==> src/rtl/epd_seq_pkg.sv <==
package epd_seq_pkg;

  typedef enum logic [1:0] {
    SEG_WIN = 2'd0,
    SEG_NEW = 2'd1,
    SEG_OLD = 2'd2,
    SEG_REF = 2'd3
  } seg_e;

  typedef enum logic [3:0] {
    ST_IDLE    = 4'd0,
    ST_WIN     = 4'd1,
    ST_RCMD    = 4'd2,
    ST_DWAIT   = 4'd3,
    ST_DPUSH   = 4'd4,
    ST_RFSH    = 4'd5,
    ST_RDRAIN  = 4'd6,
    ST_RSETTLE = 4'd7,
    ST_RBUSY   = 4'd8,
    ST_FIN     = 4'd9
  } st_e;

  localparam logic [7:0] OP_ENTRY    = 8'h11;
  localparam logic [7:0] ENTRY_XUYD  = 8'h01;
  localparam logic [7:0] OP_XWIN     = 8'h44;
  localparam logic [7:0] OP_YWIN     = 8'h45;
  localparam logic [7:0] OP_XCNT     = 8'h4E;
  localparam logic [7:0] OP_YCNT     = 8'h4F;
  localparam logic [7:0] OP_RAM_NEW  = 8'h24;
  localparam logic [7:0] OP_RAM_OLD  = 8'h26;
  localparam logic [7:0] OP_UPD_SEQ  = 8'h22;
  localparam logic [7:0] OP_ACTIVATE = 8'h20;

  localparam logic [4:0] WIN_LAST_STEP = 5'd17;

  // Segment order for a request; the re-sync of the previous RAM is always last.
  function automatic seg_e plan_seg(input logic full, input logic [2:0] idx);
    seg_e s;
    s = SEG_WIN;
    if (full) begin
      case (idx)
        3'd1:    s = SEG_NEW;
        3'd3:    s = SEG_OLD;
        3'd4:    s = SEG_REF;
        3'd6:    s = SEG_OLD;
        default: s = SEG_WIN;
      endcase
    end else begin
      case (idx)
        3'd1:    s = SEG_NEW;
        3'd2:    s = SEG_REF;
        3'd4:    s = SEG_OLD;
        default: s = SEG_WIN;
      endcase
    end
    return s;
  endfunction

  function automatic logic [2:0] plan_last(input logic full);
    return full ? 3'd6 : 3'd4;
  endfunction

endpackage

==> src/rtl/epd_geom.sv <==
module epd_geom #(
  parameter int PANEL_W = 800,
  parameter int PANEL_H = 480,
  parameter int XW      = 10,
  parameter int YW      = 9,
  parameter int AW      = 16,
  parameter int WBW     = 7
) (
  input  logic [XW-1:0]  x,
  input  logic [YW-1:0]  y,
  input  logic [XW-1:0]  w,
  input  logic [YW-1:0]  h,
  output logic           ok,
  output logic [15:0]    xs,
  output logic [15:0]    xe,
  output logic [15:0]    ys,
  output logic [15:0]    ye,
  output logic [AW-1:0]  base,
  output logic [WBW-1:0] ncols
);
  localparam int STRIDE = PANEL_W / 8;

  logic [XW:0]   xend;
  logic [YW:0]   yend;
  logic [15:0]   yrev;

  always_comb begin
    xend  = {1'b0, x} + {1'b0, w};
    yend  = {1'b0, y} + {1'b0, h};
    ok    = (x[2:0] == 3'd0) && (w[2:0] == 3'd0) && (w != '0) && (h != '0)
            && (32'(xend) <= PANEL_W) && (32'(yend) <= PANEL_H);
    yrev  = 16'(PANEL_H) - 16'(yend);
    xs    = 16'(x);
    xe    = 16'(xend) - 16'd1;
    ys    = yrev + 16'(h) - 16'd1;
    ye    = yrev;
    base  = AW'(y) * AW'(STRIDE) + AW'(x >> 3);
    ncols = WBW'(w >> 3);
  end
endmodule

==> src/rtl/epd_win_script.sv <==
module epd_win_script
  import epd_seq_pkg::*;
(
  input  logic [4:0]  step,
  input  logic [15:0] xs,
  input  logic [15:0] xe,
  input  logic [15:0] ys,
  input  logic [15:0] ye,
  output logic        is_cmd,
  output logic [7:0]  data
);
  always_comb begin
    is_cmd = 1'b0;
    data   = 8'h00;
    case (step)
      5'd0:  begin is_cmd = 1'b1; data = OP_ENTRY; end
      5'd1:  data = ENTRY_XUYD;
      5'd2:  begin is_cmd = 1'b1; data = OP_XWIN; end
      5'd3:  data = xs[7:0];
      5'd4:  data = xs[15:8];
      5'd5:  data = xe[7:0];
      5'd6:  data = xe[15:8];
      5'd7:  begin is_cmd = 1'b1; data = OP_YWIN; end
      5'd8:  data = ys[7:0];
      5'd9:  data = ys[15:8];
      5'd10: data = ye[7:0];
      5'd11: data = ye[15:8];
      5'd12: begin is_cmd = 1'b1; data = OP_XCNT; end
      5'd13: data = xs[7:0];
      5'd14: data = xs[15:8];
      5'd15: begin is_cmd = 1'b1; data = OP_YCNT; end
      5'd16: data = ys[7:0];
      5'd17: data = ys[15:8];
      default: begin is_cmd = 1'b0; data = 8'h00; end
    endcase
  end
endmodule

==> src/rtl/epd_fb_walker.sv <==
module epd_fb_walker #(
  parameter int AW     = 16,
  parameter int STRIDE = 100,
  parameter int CW     = 7,
  parameter int RW     = 9
) (
  input  logic          clk,
  input  logic          rst_n,
  input  logic          start,
  input  logic          adv,
  input  logic [AW-1:0] base,
  input  logic [CW-1:0] ncols,
  input  logic [RW-1:0] nrows,
  output logic [AW-1:0] addr,
  output logic          last
);
  localparam logic [CW-1:0] ONE_C = CW'(1);
  localparam logic [RW-1:0] ONE_R = RW'(1);

  logic [CW-1:0] col_q;
  logic [RW-1:0] row_q;
  logic [AW-1:0] row_base_q;
  logic          row_end;

  always_comb begin
    row_end = (col_q == ncols - ONE_C);
    last    = row_end && (row_q == nrows - ONE_R);
  end

  always_ff @(posedge clk or negedge rst_n) begin
    if (!rst_n) begin
      col_q      <= '0;
      row_q      <= '0;
      row_base_q <= '0;
      addr       <= '0;
    end else if (start) begin
      col_q      <= '0;
      row_q      <= '0;
      row_base_q <= base;
      addr       <= base;
    end else if (adv) begin
      if (row_end) begin
        col_q      <= '0;
        row_q      <= row_q + ONE_R;
        row_base_q <= row_base_q + AW'(STRIDE);
        addr       <= row_base_q + AW'(STRIDE);
      end else begin
        col_q <= col_q + ONE_C;
        addr  <= addr + AW'(1);
      end
    end
  end
endmodule

==> src/rtl/epd_frame_seq.sv <==
module epd_frame_seq
  import epd_seq_pkg::*;
#(
  parameter int PANEL_W = 800,
  parameter int PANEL_H = 480,
  parameter int SETTLE  = 4,
  localparam int XW     = $clog2(PANEL_W + 1),
  localparam int YW     = $clog2(PANEL_H + 1),
  localparam int STRIDE = PANEL_W / 8,
  localparam int AW     = $clog2(STRIDE * PANEL_H),
  localparam int WBW    = XW - 3,
  localparam int SCW    = $clog2(SETTLE + 1)
) (
  input  logic          clk,
  input  logic          rst_n,
  input  logic          req_valid,
  output logic          req_ready,
  input  logic          req_full,
  input  logic [7:0]    req_seq,
  input  logic [XW-1:0] req_x,
  input  logic [YW-1:0] req_y,
  input  logic [XW-1:0] req_w,
  input  logic [YW-1:0] req_h,
  output logic [AW-1:0] fb_addr,
  input  logic [7:0]    fb_rdata,
  output logic          out_valid,
  input  logic          out_ready,
  output logic          out_is_cmd,
  output logic [7:0]    out_byte,
  input  logic          panel_busy,
  output logic          done,
  output logic          err
);
  st_e            state_q;
  logic [2:0]     seg_idx_q;
  logic [4:0]     step_q;
  logic [SCW-1:0] settle_q;
  logic           full_q;
  logic [7:0]     seq_q;
  logic [15:0]    xs_q, xe_q, ys_q, ye_q;
  logic [AW-1:0]  base_q;
  logic [WBW-1:0] ncol_q;
  logic [YW-1:0]  nrow_q;

  logic           out_valid_q, out_cmd_q, done_q, err_q;
  logic [7:0]     out_byte_q;

  logic           g_ok;
  logic [15:0]    g_xs, g_xe, g_ys, g_ye;
  logic [AW-1:0]  g_base;
  logic [WBW-1:0] g_ncols;

  logic           ws_cmd;
  logic [7:0]     ws_byte;
  logic           wk_start, wk_adv, wk_last;

  logic           slot_free, ld, ld_cmd, seg_end;
  logic [7:0]     ld_byte;
  seg_e           cur_seg, nxt_seg;
  st_e            nxt_first;

  epd_geom #(
    .PANEL_W(PANEL_W), .PANEL_H(PANEL_H), .XW(XW), .YW(YW), .AW(AW), .WBW(WBW)
  ) u_geom (
    .x(req_x), .y(req_y), .w(req_w), .h(req_h),
    .ok(g_ok), .xs(g_xs), .xe(g_xe), .ys(g_ys), .ye(g_ye),
    .base(g_base), .ncols(g_ncols)
  );

  epd_win_script u_script (
    .step(step_q), .xs(xs_q), .xe(xe_q), .ys(ys_q), .ye(ye_q),
    .is_cmd(ws_cmd), .data(ws_byte)
  );

  epd_fb_walker #(
    .AW(AW), .STRIDE(STRIDE), .CW(WBW), .RW(YW)
  ) u_walk (
    .clk(clk), .rst_n(rst_n), .start(wk_start), .adv(wk_adv),
    .base(base_q), .ncols(ncol_q), .nrows(nrow_q),
    .addr(fb_addr), .last(wk_last)
  );

  assign req_ready  = (state_q == ST_IDLE) && !panel_busy;
  assign out_valid  = out_valid_q;
  assign out_is_cmd = out_cmd_q;
  assign out_byte   = out_byte_q;
  assign done       = done_q;
  assign err        = err_q;

  always_comb begin
    cur_seg   = plan_seg(full_q, seg_idx_q);
    nxt_seg   = plan_seg(full_q, seg_idx_q + 3'd1);
    case (nxt_seg)
      SEG_WIN: nxt_first = ST_WIN;
      SEG_REF: nxt_first = ST_RFSH;
      default: nxt_first = ST_RCMD;
    endcase
    if (seg_idx_q == plan_last(full_q)) nxt_first = ST_FIN;
  end

  // Byte selection: what would be loaded into the output slot this cycle.
  always_comb begin
    slot_free = !out_valid_q || out_ready;
    ld        = 1'b0;
    ld_cmd    = 1'b0;
    ld_byte   = 8'h00;
    wk_start  = 1'b0;
    wk_adv    = 1'b0;
    seg_end   = 1'b0;
    case (state_q)
      ST_WIN: if (slot_free) begin
        ld      = 1'b1;
        ld_cmd  = ws_cmd;
        ld_byte = ws_byte;
        seg_end = (step_q == WIN_LAST_STEP);
      end
      ST_RCMD: if (slot_free) begin
        ld       = 1'b1;
        ld_cmd   = 1'b1;
        ld_byte  = (cur_seg == SEG_NEW) ? OP_RAM_NEW : OP_RAM_OLD;
        wk_start = 1'b1;
      end
      ST_DPUSH: if (slot_free) begin
        ld      = 1'b1;
        ld_byte = fb_rdata;
        wk_adv  = 1'b1;
        seg_end = wk_last;
      end
      ST_RFSH: if (slot_free) begin
        ld = 1'b1;
        case (step_q)
          5'd0:    begin ld_cmd = 1'b1; ld_byte = OP_UPD_SEQ; end
          5'd1:    ld_byte = seq_q;
          default: begin ld_cmd = 1'b1; ld_byte = OP_ACTIVATE; end
        endcase
      end
      ST_RBUSY: seg_end = !panel_busy;
      default: ;
    endcase
  end

  always_ff @(posedge clk or negedge rst_n) begin
    if (!rst_n) begin
      out_valid_q <= 1'b0;
      out_cmd_q   <= 1'b0;
      out_byte_q  <= 8'h00;
    end else if (ld) begin
      out_valid_q <= 1'b1;
      out_cmd_q   <= ld_cmd;
      out_byte_q  <= ld_byte;
    end else if (out_ready) begin
      out_valid_q <= 1'b0;
    end
  end

  always_ff @(posedge clk or negedge rst_n) begin
    if (!rst_n) begin
      state_q   <= ST_IDLE;
      seg_idx_q <= '0;
      step_q    <= '0;
      settle_q  <= '0;
      full_q    <= 1'b0;
      seq_q     <= 8'h00;
      xs_q      <= '0;
      xe_q      <= '0;
      ys_q      <= '0;
      ye_q      <= '0;
      base_q    <= '0;
      ncol_q    <= '0;
      nrow_q    <= '0;
      done_q    <= 1'b0;
      err_q     <= 1'b0;
    end else begin
      done_q <= 1'b0;
      err_q  <= 1'b0;
      case (state_q)
        ST_IDLE: if (req_valid && req_ready) begin
          if (g_ok) begin
            full_q    <= req_full;
            seq_q     <= req_seq;
            xs_q      <= g_xs;
            xe_q      <= g_xe;
            ys_q      <= g_ys;
            ye_q      <= g_ye;
            base_q    <= g_base;
            ncol_q    <= g_ncols;
            nrow_q    <= req_h;
            seg_idx_q <= '0;
            step_q    <= '0;
            state_q   <= ST_WIN;
          end else begin
            err_q <= 1'b1;
          end
        end
        ST_WIN: if (ld) begin
          if (seg_end) begin
            seg_idx_q <= seg_idx_q + 3'd1;
            step_q    <= '0;
            state_q   <= nxt_first;
          end else begin
            step_q <= step_q + 5'd1;
          end
        end
        ST_RCMD:  if (ld) state_q <= ST_DWAIT;
        ST_DWAIT: state_q <= ST_DPUSH;
        ST_DPUSH: if (ld) begin
          if (seg_end) begin
            seg_idx_q <= seg_idx_q + 3'd1;
            step_q    <= '0;
            state_q   <= nxt_first;
          end else begin
            state_q <= ST_DWAIT;
          end
        end
        ST_RFSH: if (ld) begin
          if (step_q == 5'd2) state_q <= ST_RDRAIN;
          else                step_q  <= step_q + 5'd1;
        end
        ST_RDRAIN: if (slot_free) begin
          settle_q <= '0;
          state_q  <= ST_RSETTLE;
        end
        ST_RSETTLE: begin
          if (settle_q == SCW'(SETTLE - 1)) state_q <= ST_RBUSY;
          else                              settle_q <= settle_q + SCW'(1);
        end
        ST_RBUSY: if (seg_end) begin
          seg_idx_q <= seg_idx_q + 3'd1;
          step_q    <= '0;
          state_q   <= nxt_first;
        end
        ST_FIN: if (slot_free) begin
          done_q  <= 1'b1;
          state_q <= ST_IDLE;
        end
        default: state_q <= ST_IDLE;
      endcase
    end
  end
endmodule

==> config.mk <==
export PLATFORM = sky130hd
export DESIGN_NAME = epd_frame_seq
export DESIGN_NICKNAME = d
export VERILOG_FILES = /design/src/rtl/epd_seq_pkg.sv /design/src/rtl/epd_geom.sv /design/src/rtl/epd_win_script.sv /design/src/rtl/epd_fb_walker.sv /design/src/rtl/epd_frame_seq.sv
export SDC_FILE = /design/constraint.sdc
export NUM_CORES = 1
export LEC_CHECK = 0
export BUFFER_PORTS_ARGS = -buffer_cell sky130_fd_sc_hd__clkbuf_2
export CAP_MARGIN = 20
export CORE_ASPECT_RATIO = 0.7
export CORE_MARGIN = 2
export CORE_UTILIZATION = 45
export CTS_CLUSTER_SIZE = 25
export DETAILED_ROUTE_END_ITERATION = 16
export SYNTH_ARGS = -nofsm -noshare
export SYNTH_HDL_FRONTEND = slang
export SYNTH_SLANG_ARGS = --single-unit
==> constraint.sdc <==
create_clock -name clk -period 3.75 [get_ports clk]
set_input_delay 0 -clock clk [delete_from_list [all_inputs] [get_ports clk]]
set_output_delay 0 -clock clk [all_outputs]
set_load 0.03 [all_outputs]
* Word level (Yosys, flattened, before mapping)
Index checks and enable logic that the tools add are counted.
Storage, ports and cells: register bits after elaboration 174, input bits 60, logic and storage cells 212
Operators by class: add/sub/neg operators 16, multiply operators 1, order comparisons 2, equal/unequal tests 55, mux-type cells 77, reductions and logical operators 39
Operators by type and width (count):
- 8-bit one-hot mux with 14 select lines | 1
- 16-bit 2-to-1 mux | 6
- 4-bit 2-to-1 mux | 13
- 5-bit by 4-bit equality test with 1-bit output, second input constant | 8
- 5-bit 2-to-1 mux | 8
- 4-bit one-hot mux with 10 select lines | 1
- 8-bit one-hot mux with 4 select lines | 1
- 9-bit 2-to-1 mux | 3
- 5-bit one-hot mux with 5 select lines | 1
- 8-bit 2-to-1 mux | 3
- 2-bit one-hot mux with 3 select lines | 4
- 2-bit inequality test, second input constant | 11
- 7-bit 2-to-1 mux | 3
- 5-bit by 3-bit equality test with 1-bit output, second input constant | 4
- 3-bit 2-to-1 mux | 6
- 16-bit by 1-bit adder with 16-bit output, second input constant | 1
- 16-bit by 7-bit adder with 16-bit output | 1
- 16-bit by 7-bit adder with 16-bit output, second input constant | 1
- 16-bit by 9-bit adder with 16-bit output | 1
- 4-bit by 3-bit equality test with 1-bit output, second input constant | 4
- 1-bit 2-to-1 mux | 16
- 8-bit one-hot mux with 2 select lines | 1
- 16-bit by 1-bit subtractor with 16-bit output, second input constant | 1
- 3-bit by 2-bit equality test with 1-bit output, second input constant | 5
- other kinds (52) | 86

* Logic depth before layout (Yosys ltp)
Gate-level depths: netlist (run 1).
depth in word-level cells 11, gate-level depth with buffers 18

* By module
Synthesis (run 1) repeated with hierarchy kept, for this count alone.
Second synthesis, totals: cells, all modules 1432, area, all modules 13646.8 um2
By module, submodules not included:
- epd_frame_seq | instances 1, cells an instance 452, area each 5929.4 um2
- epd_fb_walker | instances 1, cells an instance 406, area each 3444.6 um2
- epd_geom | instances 1, cells an instance 452, area each 3422.0 um2
- epd_win_script | instances 1, cells an instance 122, area each 850.8 um2

* Worst setup path before layout (run 1)
Ideal clock, no wire load.
path kind in2reg, start point in req_y[0], end point reg ys_q[12], library setup time 0.065 ns, arrival 3.781 ns, data required time 3.685 ns, setup slack -0.095 ns, cell stages on the path 17, buffers on the path 0, path through ha_1 > fa_1 > a211oi_1 > nor2_1 > o311ai_0 > and2_1 > a21oi_1 > a311oi_1 > xnor2_1 > ha_1 > inv_1 > ha_1 > or2_2 > o221ai_1 > nor3_1 > nor4b_1 > a211o_1
On the way: cells in the longest elaborated chain, start to end 4
RTL lines:
- from (decl) | line epd_frame_seq.sv:21 | input logic [YW-1:0] req_y,
- 9-bit by 9-bit adder with 10-bit output * | line epd_geom.sv:29 | yend = {1'b0, y} + {1'b0, h};
- 9-bit by 10-bit subtractor with 11-bit output or 10-bit by 9-bit <= comparator with 1-bit output (tied branches) | line epd_geom.sv:32, epd_geom.sv:31
- 16-bit by 9-bit adder with 16-bit output or 1-bit logical AND (tied branches) | line epd_geom.sv:35, epd_geom.sv:31
- 16-bit by 1-bit subtractor with 16-bit output or 3-bit AND reduction (tied branches)
- to (signal assigned) | line epd_frame_seq.sv:183 | ys_q <= g_ys;
- to (decl) | line epd_frame_seq.sv:40 | logic [15:0] xs_q, xe_q, ys_q, ye_q;
Mark *: on every way between the ends. The rest lies on a longest branch, timed or not. A chain may end at the register's enable or synchronous reset.

* Worst setup path after layout (run 1)
start point in req_h[5], end point reg ys_q[12]
On the way: cells in the longest elaborated chain, start to end 5
RTL lines:
- from (decl) | line epd_frame_seq.sv:23 | input logic [YW-1:0] req_h,
- parallel branches: the longest is 5 deep, another holds 16-bit by 9-bit adder with 16-bit output
Several ways; the timed one is not identified.

==> key figures, run 1 <==
Run status
  – Status: complete, no violations

Timing
  – Hold violation total from the final report: 0
  – Fmax: 278 MHz
  – Final Critical Period: 3.60 ns
  – Setup Viol. Count Final: 0
  – Worst-Margin Slew: 1.04 ns
  – Final period utilization: 96.0%
  – Pins Over Slew Limit: 0
  – Min Hold Slack: 0.0234 ns
  – Clock skew: 0.0143 ns
  – Max-slew headroom: 30.2%

Place
  – Buffers added on ports: 88
  – Cell Area, Placed: 13200 um2
  – RePlAce Congestion: 0.926
  – DP HPWL: 27.0 mm

Global routing
  – Vias in the first global route: 10200
  – Initial antenna violation count: 1
  – Total global routing overflow: 0
  – First-pass GRT wire length: 56.8 mm
  – Largest net degree at the start of global routing: 99
  – GRT Util Overall: 26.1%

Detailed routing
  – Pre-antenna DRT Iters: 5
  – WL final: 35.1 mm
  – Vias: 10900
  – ANT nets after route: 0
  – Avg Vias per Cell: 5.68
  – DR iter-0 viols: 1240
  – Drt drc: 0
  – Routed len/inst: 18.3 um

Worst setup path
  – Worst Path Required: 4.13 ns
  – Crit path max fanout: 4
  – Reg2Reg Depth: 8
  – R2R setup slack: 0.54 ns
  – Worst reg2reg startpoint: ncol_q[2]
  – Worst setup EP type: flip-flop
  – Reg2reg end: seg_idx_q[1]
  – Critical path startpoint category: input port
  – Critical path class: input port to flip-flop
  – WP data arrival: 3.98 ns

Synth
  – Syn_nets: 1550
  – YS warnings: 0
  – Netlist cell types: 85
  – Number of synthesized flops with an enable pin: 0
  – Most common cell in the synthesized netlist: nand2_1
  – Area share of the largest cell type after synthesis: 34.0%
  – Cell taking the most area after synthesis: dfrtp_1
  – Synth area leaders: dfrtp_1 34%, ha_1 10%, nand2_1 5.2%
  – Synthesized instance count: 1384
  – Syn Area/Cell: 8.68 um2
  – Register area share after synthesis: 34.0%
  – Synth cell count leaders: 166 x nand2_1, 163 x dfrtp_1, 109 x o21ai_0, 98 x ha_1, 95 x nor2_1
  – Ys flop type: dfrtp_1
  – #FFs+latches synth: 163
  – Mapped cell area: 12000 um2
  – Async set-reset flop share out of synthesis: 100%

Floorplan
  – Row cnt: 49
  – Initial Util: 46.3%
  – Die Span Y: 141 um
  – Boundary Pins: 89
  – Die width: 199 um
  – Core Area: 25900 um2
  – Die Footprint: 28000 um2

Finish
  – Area Overhead vs Synth: 18.7%
  – Fillcell total: 2434
  – Ant. Diodes: 0
  – Final instance area: 14300 um2
  – Layout Nets: 1713
  – Share of cells above drive strength 1: 15.9%

Min path
  – Hold Startpoint: req_h[0]
  – Hold Path Sink: ys_q[0]
  – Worst Hold Depth: 4
  – Worst hold path class: input port to flip-flop

CTS
  – CTS root buf: clkbuf_16
  – Clock sink total: 163
  – Clk_lat worst skew: 0.44 ns
  – H-tree depth: 4
  – TritonCTS Buffers: 17
  – Clk buf depth: 2
  – CTS tree: built
  – Clock slew seen by the registers of the worst setup and hold paths: 0.07 ns

Power and ir drop
  – Leak Pwr: 0.00664 uW
  – Max rail drop VDD: 241 uV
  – Pwr dens: 528 nW/um2

Job
  – MaxCap Viol Count: 0
## final cells by class
type                       count  area [um2]  share of cell area (%)
clock inverter                15         156                    1.10
sequential                   163        4080                    28.6
timing repair buffer         204        1440                    10.1
multi-input combinational   1071        7370                    51.7
clock buffer                  17         425                    2.98
inverter                      90         338                    2.37
tap                          357         447                    3.13
## timing repair
| action | CTS | global route |
|---|---|---|
| setup buffers | 0 | 1 |
| hold endpoints to repair | 136 | 0 |
| setup endpoints to repair | 0 | 6 |
| resized for setup | 0 | 2 |
| hold buffers | 44 | 0 |
## metal layers
metal / global-route usage (%) / part of all wire (%)
met1: 41.8 / 51
met2: 34.5 / 40
met3: 6.77 / 7.8
met4: 5.26 / 1.1
met5: 0 / 0
## worst max path at each step
stage                  start        to  slack, ns  cells past startpoint
finish              req_h[5]  ys_q[12]       0.15                     17
global route        req_h[5]  ys_q[10]     -0.001                     18
CTS                 req_h[5]  ys_q[12]       0.06                     17
detailed placement  req_h[0]  ys_q[12]      -0.30                     19
global placement    req_h[0]  ys_q[12]      -0.17                     19
floorplan           req_y[0]  ys_q[12]       0.03                     17
## layout by cell type, fill, tap and decap left out, drive strengths merged, types with 44 or more instances in the layout
cell and instances:
a21oi 76, ha 98, buf 73, xnor2 61, inv 101, nor2 95, dlygate4sd3 44, dfrtp 163
nand2 166, o21ai 110, clkbuf 104
## where the power goes
group | internal, uW | switching [uW]
clock network | 896 | 848
logic | 1410 | 2090
registers | 2000 | 265
total | 4310 | 3210
## sequential cells by signal, indices dropped and copies added, names as in the netlist, 9 cells and up
signal / cells
base_q: 16
u_walk.addr: 16
u_walk.row_base_q: 16
ys_q: 16
xe_q: 12
ye_q: 11
nrow_q: 9
u_walk.row_q: 9
## cells by family (layout without fill, tap and decap cells)
| group | count (synthesis) | count (layout) | share of synthesized area, % |
|---|---|---|---|
| and+or+nand+nor | 457 | 457 | 18.2 |
| buffers and inverters | 150 | 326 | 4.91 |
| adders and majority gates | 107 | 107 | 11.6 |
| xor gates and xnor gates | 98 | 98 | 7.26 |
| muxes | 33 | 33 | 3.07 |
| AOI/OAI and AO/OA | 376 | 376 | 21.0 |
| DFF | 163 | 163 | 34.0 |
## per-stage QoR
step           util (%)  std cells  power, uW  setup TNS (ns)  setup slack [ns]
2_1_floorplan         -       1384       4620               0            0.0292
3_3_place_gp       50.9       1839       5650          -0.864            -0.166
3_5_place_dp       50.9       1839       5690           -1.49            -0.300
4_1_cts            54.8       1915       7490               0            0.0577
5_1_grt            55.0       1917       8080        -0.00102          -0.00102
6_report           55.0       1917       7520               0             0.150
## worst max-delay path, stage by stage
cell           delay (ns)
dlygate4sd3_1        0.54
clkbuf_2             0.15
ha_1                 0.31
or4b_2               0.60
o311ai_1             0.13
and2_1               0.20
a21oi_1              0.07
a311oi_1             0.26
xnor2_1              0.14
ha_1                 0.28
inv_1                0.04
ha_1                 0.22
or2_2                0.28
o221ai_1             0.21
nor3_1               0.09
nor4b_2              0.30
a211o_1              0.15
Power figures use the tool's default switching activity.
==> inputs of run 2 (changes only) <==
- CORE_ASPECT_RATIO: 0.7 -> 1.4
==> run 2 against run 1 <==
Compared with the run above: register-to-register slack got worse by 0.21 ns; final cell count decreased by 1.4%; critical path depth increased by 1; global-route usage decreased by 0.97 points; clock skew decreased by 0.0077 ns; count of clock-buffer cells in the layout increased by 1; first-iteration DRC count decreased by 48%; clock power increased by 6%; via count decreased by 0.51%; highest routed layer unchanged; sequential power about the same.
==> key figures, run 2 (same netlist as run 1, synthesis figures left out) <==
CTS
  – Clk buf depth: 2
  – H-tree depth: 4
  – TritonCTS Buffers: 17
  – Clock slew seen by the registers of the worst setup and hold paths: 0.07 ns
  – Clock sink total: 163
  – Clk_lat worst skew: 0.44 ns
  – CTS root buf: clkbuf_16
  – CTS tree: built

Floorplan
  – Die width: 142 um
  – Initial Util: 45.9%
  – Die Span Y: 197 um
  – Die Footprint: 28000 um2
  – Core Area: 26200 um2
  – Boundary Pins: 89
  – Row cnt: 70

Finish
  – Ant. Diodes: 0
  – Final Util: 54.7%
  – Layout Nets: 1720
  – Most frequent cells in the layout: 166 x nand2_1, 163 x dfrtp_1, 109 x o21ai_0
  – Area Overhead vs Synth: 19.4%
  – Share of cells above drive strength 1: 16.8%
  – Most common cell after layout, fill and taps aside: nand2_1

Detailed routing
  – ANT nets after route: 0
  – Vias: 10800
  – Avg Vias per Cell: 5.72
  – WL final: 34.3 mm
  – Pre-antenna DRT Iters: 6
  – Routed len/inst: 18.1 um
  – Drt drc: 0
  – DR iter-0 viols: 640

Worst setup path
  – Buffers & Inverters on Critical Path: 4
  – WP data arrival: 3.93 ns
  – Crit path max fanout: 7
  – Worst-path cell chain: dlygate4sd3_1 -> clkbuf_2 -> ha_1 -> nor2b_1 -> a311oi_2 -> o311ai_4 -> and2_4 -> a311oi_1 -> xnor2_1 -> ha_1 -> inv_1 -> ha_1 -> or2_2 -> o221ai_4 -> nor3_1 -> nor4b_1 -> buf_4 -> a211o_1
  – Worst Path Required: 4.13 ns
  – Critical path's top delay family: compound AO/OA/AOI/OAI gates
  – Slowest CP cell: dlygate4sd3_1
  – Critical path class: input port to flip-flop
  – Critical path startpoint category: input port
  – Max stage delay on crit path: 0.53 ns
  – Worst setup EP type: flip-flop
  – CP dominant cell by count: ha_1

Timing
  – Worst-Margin Slew: 0.854 ns
  – Final period utilization: 94.7%
  – Max-slew headroom: 42.7%
  – Fin worst setup slack: 0.199 ns
  – Pins Over Slew Limit: 0
  – Fmax: 282 MHz
  – Final Critical Period: 3.55 ns
  – Hold violation total from the final report: 0
  – Clock skew: 0.00657 ns
  – Setup Viol. Count Final: 0

Power and ir drop
  – Leak Pwr: 0.00670 uW
  – Max rail drop VDD: 279 uV
  – Total power: 7640 uW
  – Pwr dens: 533 nW/um2

Global routing
  – Total global routing overflow: 0
  – Initial antenna violation count: 0
  – Vias in the first global route: 10600
  – First-pass GRT wire length: 55.5 mm
  – GRT Util Overall: 25.1%
  – Largest net degree at the start of global routing: 87

Min path
  – Worst hold path class: input port to flip-flop

Place
  – DP HPWL: 26.2 mm
  – Dpl ws: -0.265 ns
  – RePlAce Congestion: 0.930
  – Buffers added on ports: 88

Job
  – MaxCap Viol Count: 0

Run status
  – Status: complete, no violations
## run 2: changes by cell type in the layout (fill, tap and decap cells not counted), moves of 2 or more
cell | before | now
inv_6 | 4 | 6
clkinv_2 | 0 | 3
a211oi_1 | 10 | 8
dlygate4sd3_1 | 44 | 42
inv_8 | 7 | 0
buf_4 | 71 | 80
a211oi_2 | 0 | 2
o221ai_1 | 5 | 3
bufinv_16 | 0 | 3
## run 2: metal layers
layer  global-route usage (%)  share of wire, %
met5                        0                 0
met4                     8.81               2.5
met3                     2.88               3.0
met2                     44.7                51
met1                     31.4                43
## run 2: worst min-delay path, cell delays in order
cell and delay, ns:
clkbuf_2 0.09, buf_4 0.10, inv_1 0.07, o21ai_0 0.15
## run 2: timing repair
item,4_1_cts,5_1_grt
hold endpoints to repair,122,0
hold buffers,42,0
setup buffers,0,1
resized for setup,0,14
endpoints found under the setup margin,0,8
## run 2: stage by stage
stage,setup TNS (ns),hold slack [ns],instance area (um2),cells
final,0,0.0152,14300,1891
after global routing,-0.00238,0.0615,14300,1891
after CTS,0,0.00603,14300,1890
after detailed placement,-1.17,0.135,13200,1816
after global placement,-0.616,0.124,13200,1816
after floorplan,0,-0.296,12000,1384
## run 2: power breakdown
part           switching, uW  leakage, uW  internal (uW)
sequential               290      0.00221           2010
combinational           2060      0.00419           1440
clock                    780     0.000300           1060
## run 2: layout make-up
cell class	count	area, um2
repair buffers	211	1490
inverters	90	338
clock buffers	18	429
clock inverters	14	175
fillers	2413	11900
multi-input cells	1071	7420
well taps	324	405
flip-flops and latches	163	4080
## run 2: final timing paths
kind	endpoint	startpoint	slack [ns]	cells after the start
min in group asynchronous	u_walk.row_base_q[11]	rst_n	0.18	2
worst max-delay path	ys_q[12]	req_h[5]	0.20	18
worst max register to register	step_q[4]	ncol_q[1]	0.33	11
worst min register to register	u_walk.row_base_q[1]	u_walk.row_base_q[1]	0.48	2
max in group asynchronous	ys_q[14]	rst_n	2.61	3
worst min-delay path	nrow_q[3]	req_h[3]	0.02	4
